## config.mk

```make
export PLATFORM = sky130hd
export DESIGN_NAME = vcx_unit
export DESIGN_NICKNAME = d
export VERILOG_FILES = /design/src/rtl/vcx_pkg.sv /design/src/rtl/vcx_prefix_count.sv /design/src/rtl/vcx_pack_net.sv /design/src/rtl/vcx_scatter_net.sv /design/src/rtl/vcx_unit.sv
export SDC_FILE = /design/constraint.sdc
export NUM_CORES = 1
export LEC_CHECK = 0
export BUFFER_PORTS_ARGS = -buffer_cell sky130_fd_sc_hd__buf_4
export CELL_PAD_IN_SITES_DETAIL_PLACEMENT = 1
export CELL_PAD_IN_SITES_GLOBAL_PLACEMENT = 1
export CORE_MARGIN = 4
export CORE_UTILIZATION = 46
export CTS_BUF_LIST = sky130_fd_sc_hd__clkbuf_2 sky130_fd_sc_hd__clkbuf_4 sky130_fd_sc_hd__clkbuf_8
export DETAILED_ROUTE_END_ITERATION = 16
export GPL_TIMING_DRIVEN = 0
export PLACE_DENSITY_LB_ADDON = 0.1
export SYNTH_ARGS = -nofsm -noshare
export SYNTH_HDL_FRONTEND = slang
export SYNTH_SLANG_ARGS = --single-unit
```

## constraint.sdc

```tcl
create_clock -name clk -period 1.7 [get_ports clk]
set_input_delay 0.17 -clock clk [delete_from_list [all_inputs] [get_ports clk]]
set_output_delay 0.17 -clock clk [all_outputs]
set_load 0.05 [all_outputs]
```

## src/rtl/vcx_pkg.sv

```systemverilog
package vcx_pkg;

    typedef enum logic {
        VCX_PACK    = 1'b0,
        VCX_SCATTER = 1'b1
    } vcx_mode_e;

endpackage

```

## src/rtl/vcx_prefix_count.sv

```systemverilog
// Exclusive prefix population count of the mask: slot i holds the number
// of set bits below position i; total holds the full count.
module vcx_prefix_count #(
    parameter int N_ELEM = 8,
    localparam int CNT_W = $clog2(N_ELEM + 1)
) (
    input  logic [N_ELEM-1:0]       mask_i,
    output logic [N_ELEM*CNT_W-1:0] pre_o,
    output logic [CNT_W-1:0]        total_o
);

    logic [CNT_W-1:0] run [N_ELEM+1];

    assign run[0] = '0;

    for (genvar i = 0; i < N_ELEM; i++) begin : g_step
        assign run[i+1] = run[i] + CNT_W'(mask_i[i]);
        assign pre_o[i*CNT_W +: CNT_W] = run[i];
    end

    assign total_o = run[N_ELEM];

endmodule

```

## src/rtl/vcx_pack_net.sv

```systemverilog
// Compress network: output slot j takes the masked element whose prefix equals j.
module vcx_pack_net #(
    parameter int N_ELEM = 8,
    parameter int ELEM_W = 8,
    localparam int CNT_W = $clog2(N_ELEM + 1)
) (
    input  logic [N_ELEM*ELEM_W-1:0] src_i,
    input  logic [N_ELEM-1:0]        mask_i,
    input  logic [N_ELEM*CNT_W-1:0]  pre_i,
    output logic [N_ELEM*ELEM_W-1:0] res_o
);

    for (genvar j = 0; j < N_ELEM; j++) begin : g_slot
        logic [ELEM_W-1:0] pick;
        always_comb begin
            pick = '0;
            for (int i = 0; i < N_ELEM; i++) begin
                if (mask_i[i] && (pre_i[i*CNT_W +: CNT_W] == CNT_W'(j))) begin
                    pick = src_i[i*ELEM_W +: ELEM_W];
                end
            end
        end
        assign res_o[j*ELEM_W +: ELEM_W] = pick;
    end

endmodule

```

## src/rtl/vcx_scatter_net.sv

```systemverilog
// Expand network: a masked position i takes source element prefix(i);
// an unmasked position keeps the background element.
module vcx_scatter_net #(
    parameter int N_ELEM = 8,
    parameter int ELEM_W = 8,
    localparam int CNT_W = $clog2(N_ELEM + 1)
) (
    input  logic [N_ELEM*ELEM_W-1:0] src_i,
    input  logic [N_ELEM*ELEM_W-1:0] bg_i,
    input  logic [N_ELEM-1:0]        mask_i,
    input  logic [N_ELEM*CNT_W-1:0]  pre_i,
    output logic [N_ELEM*ELEM_W-1:0] res_o
);

    for (genvar i = 0; i < N_ELEM; i++) begin : g_pos
        logic [ELEM_W-1:0] pick;
        always_comb begin
            pick = bg_i[i*ELEM_W +: ELEM_W];
            if (mask_i[i]) begin
                pick = '0;
                for (int k = 0; k < N_ELEM; k++) begin
                    if (pre_i[i*CNT_W +: CNT_W] == CNT_W'(k)) begin
                        pick = src_i[k*ELEM_W +: ELEM_W];
                    end
                end
            end
        end
        assign res_o[i*ELEM_W +: ELEM_W] = pick;
    end

endmodule

```

## src/rtl/vcx_unit.sv

```systemverilog
module vcx_unit #(
    parameter int N_ELEM = 8,
    parameter int ELEM_W = 8,
    localparam int CNT_W = $clog2(N_ELEM + 1),
    localparam int VEC_W = N_ELEM * ELEM_W
) (
    input  logic              clk,
    input  logic              rst_n,
    input  logic              start_i,
    input  logic              mode_i,
    input  logic [VEC_W-1:0]  src_i,
    input  logic [VEC_W-1:0]  bg_i,
    input  logic [N_ELEM-1:0] mask_i,
    output logic [VEC_W-1:0]  res_o,
    output logic              valid_o,
    output logic [CNT_W-1:0]  len_o
);

    typedef struct packed {
        logic             valid;
        logic [CNT_W-1:0] len;
        logic [VEC_W-1:0] res;
    } state_t;

    state_t state_d, state_q;

    logic [N_ELEM*CNT_W-1:0] pre;
    logic [CNT_W-1:0]        total;
    logic [VEC_W-1:0]        packed_vec;
    logic [VEC_W-1:0]        scattered_vec;
    vcx_pkg::vcx_mode_e      mode;

    assign mode = vcx_pkg::vcx_mode_e'(mode_i);

    vcx_prefix_count #(.N_ELEM(N_ELEM)) u_prefix (
        .mask_i  (mask_i),
        .pre_o   (pre),
        .total_o (total)
    );

    vcx_pack_net #(.N_ELEM(N_ELEM), .ELEM_W(ELEM_W)) u_pack (
        .src_i  (src_i),
        .mask_i (mask_i),
        .pre_i  (pre),
        .res_o  (packed_vec)
    );

    vcx_scatter_net #(.N_ELEM(N_ELEM), .ELEM_W(ELEM_W)) u_scatter (
        .src_i  (src_i),
        .bg_i   (bg_i),
        .mask_i (mask_i),
        .pre_i  (pre),
        .res_o  (scattered_vec)
    );

    always_comb begin
        state_d       = state_q;
        state_d.valid = 1'b0;
        if (start_i) begin
            state_d.valid = 1'b1;
            state_d.len   = total;
            state_d.res   = (mode == vcx_pkg::VCX_SCATTER) ? scattered_vec : packed_vec;
        end
    end

    always_ff @(posedge clk or negedge rst_n) begin
        if (!rst_n) begin
            state_q <= '0;
        end else begin
            state_q <= state_d;
        end
    end

    assign res_o   = state_q.res;
    assign valid_o = state_q.valid;
    assign len_o   = state_q.len;

endmodule

```

==> reports/metrics.cfg, run 1 <==
[placement]
io_buffer_count=198
dpl.hpwl_um=52300
placed_area_mm2=0.0131
gp_congestion=1.08
dpl.cell_count=2009

[floorplanning]
start_util_pct=46.8
fp.dieW_um=163
ios=209
die_h_um=163
rows=56

[yosys]
yosysTopAreaCell=dfrtp_1
async_reset_ff_share_pct=100
ys.flop_type=dfrtp_1
ys_warn_count=0
ys_types=91
netlist_top_cells_count=nand2_1 (174), nor2_1 (134), clkbuf_1 (130)
seq_area_frac_synth_pct=15.7
synth_area_leaders=dfrtp_1 (16%), mux4_2 (7.8%), mux2i_1 (7.5%)
postSynthAreaPerCell_um2=7.39
synth.most_common_cell=nand2_1
synth_seq_cells=69
syn_nets=1648
netlist_instances=1492
synth_top_area_share_pct=15.7
synth_area_mm2=0.0110
synth_edf_count=0

[outcome]
status=did not finish
tool.error=[ERROR GRT-0232] Routing congestion too high. Check the congestion heatmap in the GUI.
haltStage=global routing

[clock_network]
numCtsBuffers=9
clock-sinks=69
clockBufferDepth=2
cts_root_buf=clkbuf_8
h-tree-depth=3

[grt]
grt-ovfl-total=9
grt_start_max_net_pins=70
gr-usage-all-layers_pct=74.5

[sta]
endpoint_type=register input
crit_endpoint=res_o[53]$_DFFE_PN0P_/D

-- cell families after synthesis --
| group | share of synthesized area [%] |
|---|---|
| xor+xnor | 1.83 |
| buf+inv | 9.10 |
| simple gates | 20.0 |
| mux | 17.1 |
| flops | 15.7 |
| fa+ha+maj | 1.97 |
| compound gates | 34.4 |
-- layer usage --
| layer | GRT overflow | GRT usage (%) |
|---|---|---|
| met1 | 0 | 74.3 |
| met2 | 4 | 88.7 |
| met3 | 0 | 61.5 |
| met4 | 5 | 71.4 |
| met5 | 0 | 45.6 |
-- metrics by stage --
step           worst slack, ns  setup TNS, ns  hold WS (ns)
2_1_floorplan            -2.27        -125.18        -0.126
3_3_place_gp             -3.24        -193.18         0.310
3_5_place_dp             -3.34        -200.96         0.308
4_1_cts                  -1.54         -96.86        0.0747
-- repair_timing --
item / CTS
gates cloned: 5
setup endpoints to repair: 68
resized for setup: 223
hold buffers: 2
hold endpoints to repair: 70
pin swaps: 85
buffers inserted: 67
==> inputs of run 2 (changes only) <==
- CELL_PAD_IN_SITES_DETAIL_PLACEMENT: 1 -> unset
- CELL_PAD_IN_SITES_GLOBAL_PLACEMENT: 1 -> unset
- CORE_UTILIZATION: 46 -> 35
- CTS_BUF_LIST: sky130_fd_sc_hd__clkbuf_2 sky130_fd_sc_hd__clkbuf_4 sky130_fd_sc_hd__clkbuf_8 -> unset
- PLACE_DENSITY_LB_ADDON: 0.1 -> 0.15
==> run 2 against run 1 <==
Effect of this change: synthesized cell count is the same; the flow now finishes, with violations (max-capacitance violations, max-slew violations, negative setup slack); synthesized area is the same.
==> reports/metrics.cfg, run 2 <==
[outcome]
status=finished, violations left  ; was did not finish
violations=max-capacitance violations, max-slew violations, negative setup slack

[pwr]
p_int_w=0.00858
cellPowerDensity_mw_per_mm2=1090
clockPowerShare_pct=13.6
seqPwrFrac_pct=13.4
combinationalPowerShare_pct=73.0
p_sw_w=0.00873
p_leak_nw=6.36
switching_share_pct=50.4
ir_worst_vdd_mv=0.565

[clock_network]
h-tree-depth=3  ; unchanged
clockBufferDepth=2  ; unchanged
clock-sinks=69  ; unchanged
cts_root_buf=clkbuf_16  ; was clkbuf_8
clk_pin_slew_ns=0.07
clock_latency_ns=0.38
numCtsBuffers=9  ; unchanged
cts_tree=built

[sta]
grt_setup_unrepaired=true
layout_setup_ws_ns=-1.69
fin_skew_ns=0
fin_crit_sh_pct=199
worstMarginPinSlew_ns=1.61
holdWs_ns=0.0752
slew_headroom_pct=-7.08
setup-tns-final_ns=-107.25
setup_violations=68
fin_crit_ns=3.39
timing.fmax_ghz=0.295
slew_violations=55
hold_viol=0

[yosys]
async_reset_ff_share_pct=100  ; unchanged
seq_area_frac_synth_pct=15.7  ; unchanged
netlist_top_cells_count=nand2_1 (174), nor2_1 (134), clkbuf_1 (130)  ; unchanged
synth.most_common_cell=nand2_1  ; unchanged
netlist_instances=1492  ; unchanged
synth_top_area_share_pct=15.7  ; unchanged
synth_seq_cells=69  ; unchanged
synth_area_leaders=dfrtp_1 (16%), mux4_2 (7.8%), mux2i_1 (7.5%)  ; unchanged
syn_nets=1648  ; unchanged
synth_area_mm2=0.0110  ; unchanged
yosysTopAreaCell=dfrtp_1  ; unchanged
ys_types=91  ; unchanged
ys.flop_type=dfrtp_1  ; unchanged
synth_edf_count=0  ; unchanged
postSynthAreaPerCell_um2=7.39  ; unchanged
ys_warn_count=0  ; unchanged

[drt]
vias=15200
routedWlPerCell_um=35.7
antenna_left=0
drt_iter0_markers=2484
drc=0
drt-pass1-iter-count=8
finalWirelength_um=78300
viasPerCell=6.91

[setup_path]
critPathMaxFanout=10
r2r_end=res_o[55]
rr_worst_depth=3
critPathRequiredTime_ns=1.97
r2r_start=res_o[55]
crit_arrival_ns=3.66
critPathKind=in -> reg
critPathCaptureType=flip-flop
reg2reg_slack_ns=0.46
critPathLaunchType=primary input

[floorplanning]
fp.dieW_um=185  ; was 163 µm
rows=64  ; was 56
start_util_pct=35.8  ; was 46.8%
die_area_mm2=0.0344
ios=209  ; unchanged
die_h_um=185  ; was 163 µm
core_mm2=0.0308

[final_layout]
fin_nets=1951
num-fill-cells=3016
multi_input_area_mm2=0.00949
largest_reg_flops=64
utilization_pct=51.6
fin_area_mm2=0.0159
synthToLayoutAreaGrowth_pct=44.1
seqCellArea_mm2=0.00173
layout-drive-gt1-share_pct=35.3
final_common_cell=buf_4
final_cell_mix=buf_4 (265), nand2_1 (169), nor2_1 (130)

[placement]
dpl.hpwl_um=54300  ; was 52,300 µm
io_buffer_count=198  ; unchanged
pre_cts_slack_ns=-3.08  ; was -3.34 ns
placed_area_mm2=0.0132  ; was 0.0131 mm²
gp_congestion=1.07  ; was 1.08

[worst_hold_path]
hold_path_startpoint=bg_i[34]
holdPathEnd=res_o[34]
hold_class=in -> reg
worstHoldPathCells=3

[grt]
grt_start_max_net_pins=70
grt_pass1_vias=14500
grt-ovfl-total=0
gr-usage-all-layers_pct=44.0
antenna_found_initial=3
grt_pass1_wl_um=106000

[flow_run]
drv_cap=5

[run 2: area by class of cell]
type / instances / share of cell area [%]
plain buffers: 167 / 6.53
flip-flops and latches: 69 / 10.9
clock buffers: 9 / 1.42
diodes: 1 / 0.0157
multi-input cells: 1185 / 59.7
well taps: 396 / 3.12
inverters: 58 / 1.46
repair buffers: 305 / 16.2
clock inverters: 6 / 0.701
[run 2: worst max-delay path, stage by stage]
cell and delay (ns):
buf_12 0.11, fa_2 0.67, buf_8 0.14, ha_4 0.17, buf_6 0.17, buf_8 0.16, and3b_2 0.21, a211oi_4 0.05
xnor2_4 0.35, xnor2_2 0.19, a31oi_2 0.19, buf_4 0.17, or2_1 0.24, buf_6 0.14, mux2_4 0.29, o221a_1 0.21
[run 2: logic make-up (layout without fill, tap and decap cells)]
kind of cell	after synthesis	in the layout	share of synthesized area, %
other	0	1	0
adder cells (fa/ha/maj)	17	17	1.97
AO/OA/AOI/OAI	553	553	34.4
buffers and inverters	238	545	9.10
multiplexers	138	138	17.1
AND/OR/NAND/NOR	461	461	20.0
flip-flops	69	69	15.7
XOR/XNOR	16	16	1.83
[run 2: through the flow]
stage	power, W	std cells
global placement	0.0120	2086
detailed placement	0.0120	2087
global route	0.0178	2195
floorplan	0.00879	1492
finish	0.0173	2196
CTS	0.0164	2179
[run 2: power groups by stage]
| stage | combinational, W | clock [W] | sequential (W) |
|---|---|---|---|
| detailed placement | 0.00970 | 0 | 0.00233 |
| finish | 0.0126 | 0.00236 | 0.00232 |
| global placement | 0.00971 | 0 | 0.00233 |
| CTS | 0.0118 | 0.00236 | 0.00231 |
| floorplan | 0.00509 | 0 | 0.00370 |
| global route | 0.0131 | 0.00242 | 0.00236 |
[run 2: worst max-delay path by stage]
stage | from | end
final | mask_i[0] | res_o[39]
after floorplan | mask_i[2] | res_o[39]
after global placement | mask_i[2] | res_o[13]
after detailed placement | mask_i[1] | res_o[59]
after global routing | mask_i[0] | res_o[34]
after CTS | mask_i[0] | res_o[39]
[run 2: layer usage]
metal	part of all wire [%]	routed length (µm)	global-route usage, %
met1	36	28500	54.4
met2	41	32200	63.0
met3	13	10500	15.0
met4	9.1	7140	32.9
met5	0.042	33	0
[run 2: repair_timing]
item,CTS,global route
hold buffers,2,0
endpoints found under the setup margin,68,68
gates cloned,9,0
setup buffers,77,21
hold endpoints to repair,5,0
pin swaps,100,56
gates resized for setup,260,85
Note: power is estimated with default switching activity, not from simulation.
==> inputs of run 3 (changes only) <==
- CORE_UTILIZATION: 35 -> 63
==> run 3 against run 2 <==
Effect of this change: the run now fails in global routing; synthesized area stayed put; synthesized cell count stayed put.
==> reports/metrics.cfg, run 3 <==
[grt]
grt-ovfl-total=58
grt_start_max_net_pins=70
gr-usage-all-layers_pct=81.0

[floorplanning]
ios=209  ; unchanged
die_h_um=140  ; was 185 µm
start_util_pct=64.0  ; was 35.8%
rows=48  ; was 64
fp.dieW_um=140  ; was 185 µm

[yosys]
ys_warn_count=0  ; unchanged
synth_top_area_share_pct=15.7  ; unchanged
synthMuxAreaShare_pct=17.1  ; unchanged
synth_xor_area_share_pct=1.83  ; unchanged
synth_edf_count=0  ; unchanged
seq_area_frac_synth_pct=15.7  ; unchanged
synth_area_leaders=dfrtp_1 (16%), mux4_2 (7.8%), mux2i_1 (7.5%)  ; unchanged
netlist_top_cells_count=nand2_1 (174), nor2_1 (134), clkbuf_1 (130)  ; unchanged
synth_top_family_by_area=compound AO/OA/AOI/OAI gates  ; unchanged
ys.flop_type=dfrtp_1  ; unchanged
netlist_instances=1492  ; unchanged
syn_nets=1648  ; unchanged
synthSimpleGateAreaFrac_pct=20.0  ; unchanged
synth-compound-area-share_pct=34.4  ; unchanged
synth_fa_ha_area_share_pct=1.97  ; unchanged
ys_types=91  ; unchanged
postSynthAreaPerCell_um2=7.39  ; unchanged
async_reset_ff_share_pct=100  ; unchanged
synth.most_common_cell=nand2_1  ; unchanged
synth_area_mm2=0.0110  ; unchanged
synth_seq_cells=69  ; unchanged
yosysTopAreaCell=dfrtp_1  ; unchanged

[outcome]
status=did not finish  ; was finished, violations left
haltStage=global routing
tool.error=[ERROR GRT-0232] Routing congestion too high. Check the congestion heatmap in the GUI.

[placement]
io_buffer_count=198  ; unchanged
pre_cts_slack_ns=-2.95  ; was -3.08 ns
dpl.cell_count=1915  ; was 2,087
dpl.hpwl_um=43200  ; was 54,300 µm
gp_congestion=1.26  ; was 1.07

[clock_network]
numCtsBuffers=9  ; unchanged
clock-sinks=69  ; unchanged
h-tree-depth=3  ; unchanged
clockBufferDepth=2  ; unchanged
cts_root_buf=clkbuf_16  ; unchanged

[sta]
crit_endpoint=res_o[57]$_DFFE_PN0P_/D
endpoint_type=register input

-- run 3: cell counts after synthesis --
No cell type changed its count.
-- run 3: what timing repair did --
item / CTS
gates resized for setup: 218
gates cloned: 6
hold endpoints to repair: 54
hold buffers: 2
endpoints found under the setup margin: 68
setup buffers: 61
pin swaps: 93
-- run 3: cells by family after synthesis --
logic type	after synthesis
flops	69
compound gates	553
simple gates	461
xor+xnor	16
buf+inv	238
fa+ha+maj	17
mux	138
-- run 3: per-layer routing --
layer	GRT usage, %	overflow
met1	82.9	3
met2	92.3	28
met3	71.7	0
met4	77.1	27
met5	34.1	0
-- run 3: per-stage QoR --
step | setup TNS (ns) | util, % | cell area (µm²) | hold slack [ns]
after floorplan | -125.18 | - | 11200 | -0.126
after global placement | -176.10 | 75.3 | 13000 | 0.327
after detailed placement | -183.35 | 75.3 | 13000 | 0.323
after CTS | -98.80 | 86.0 | 14800 | 0.159
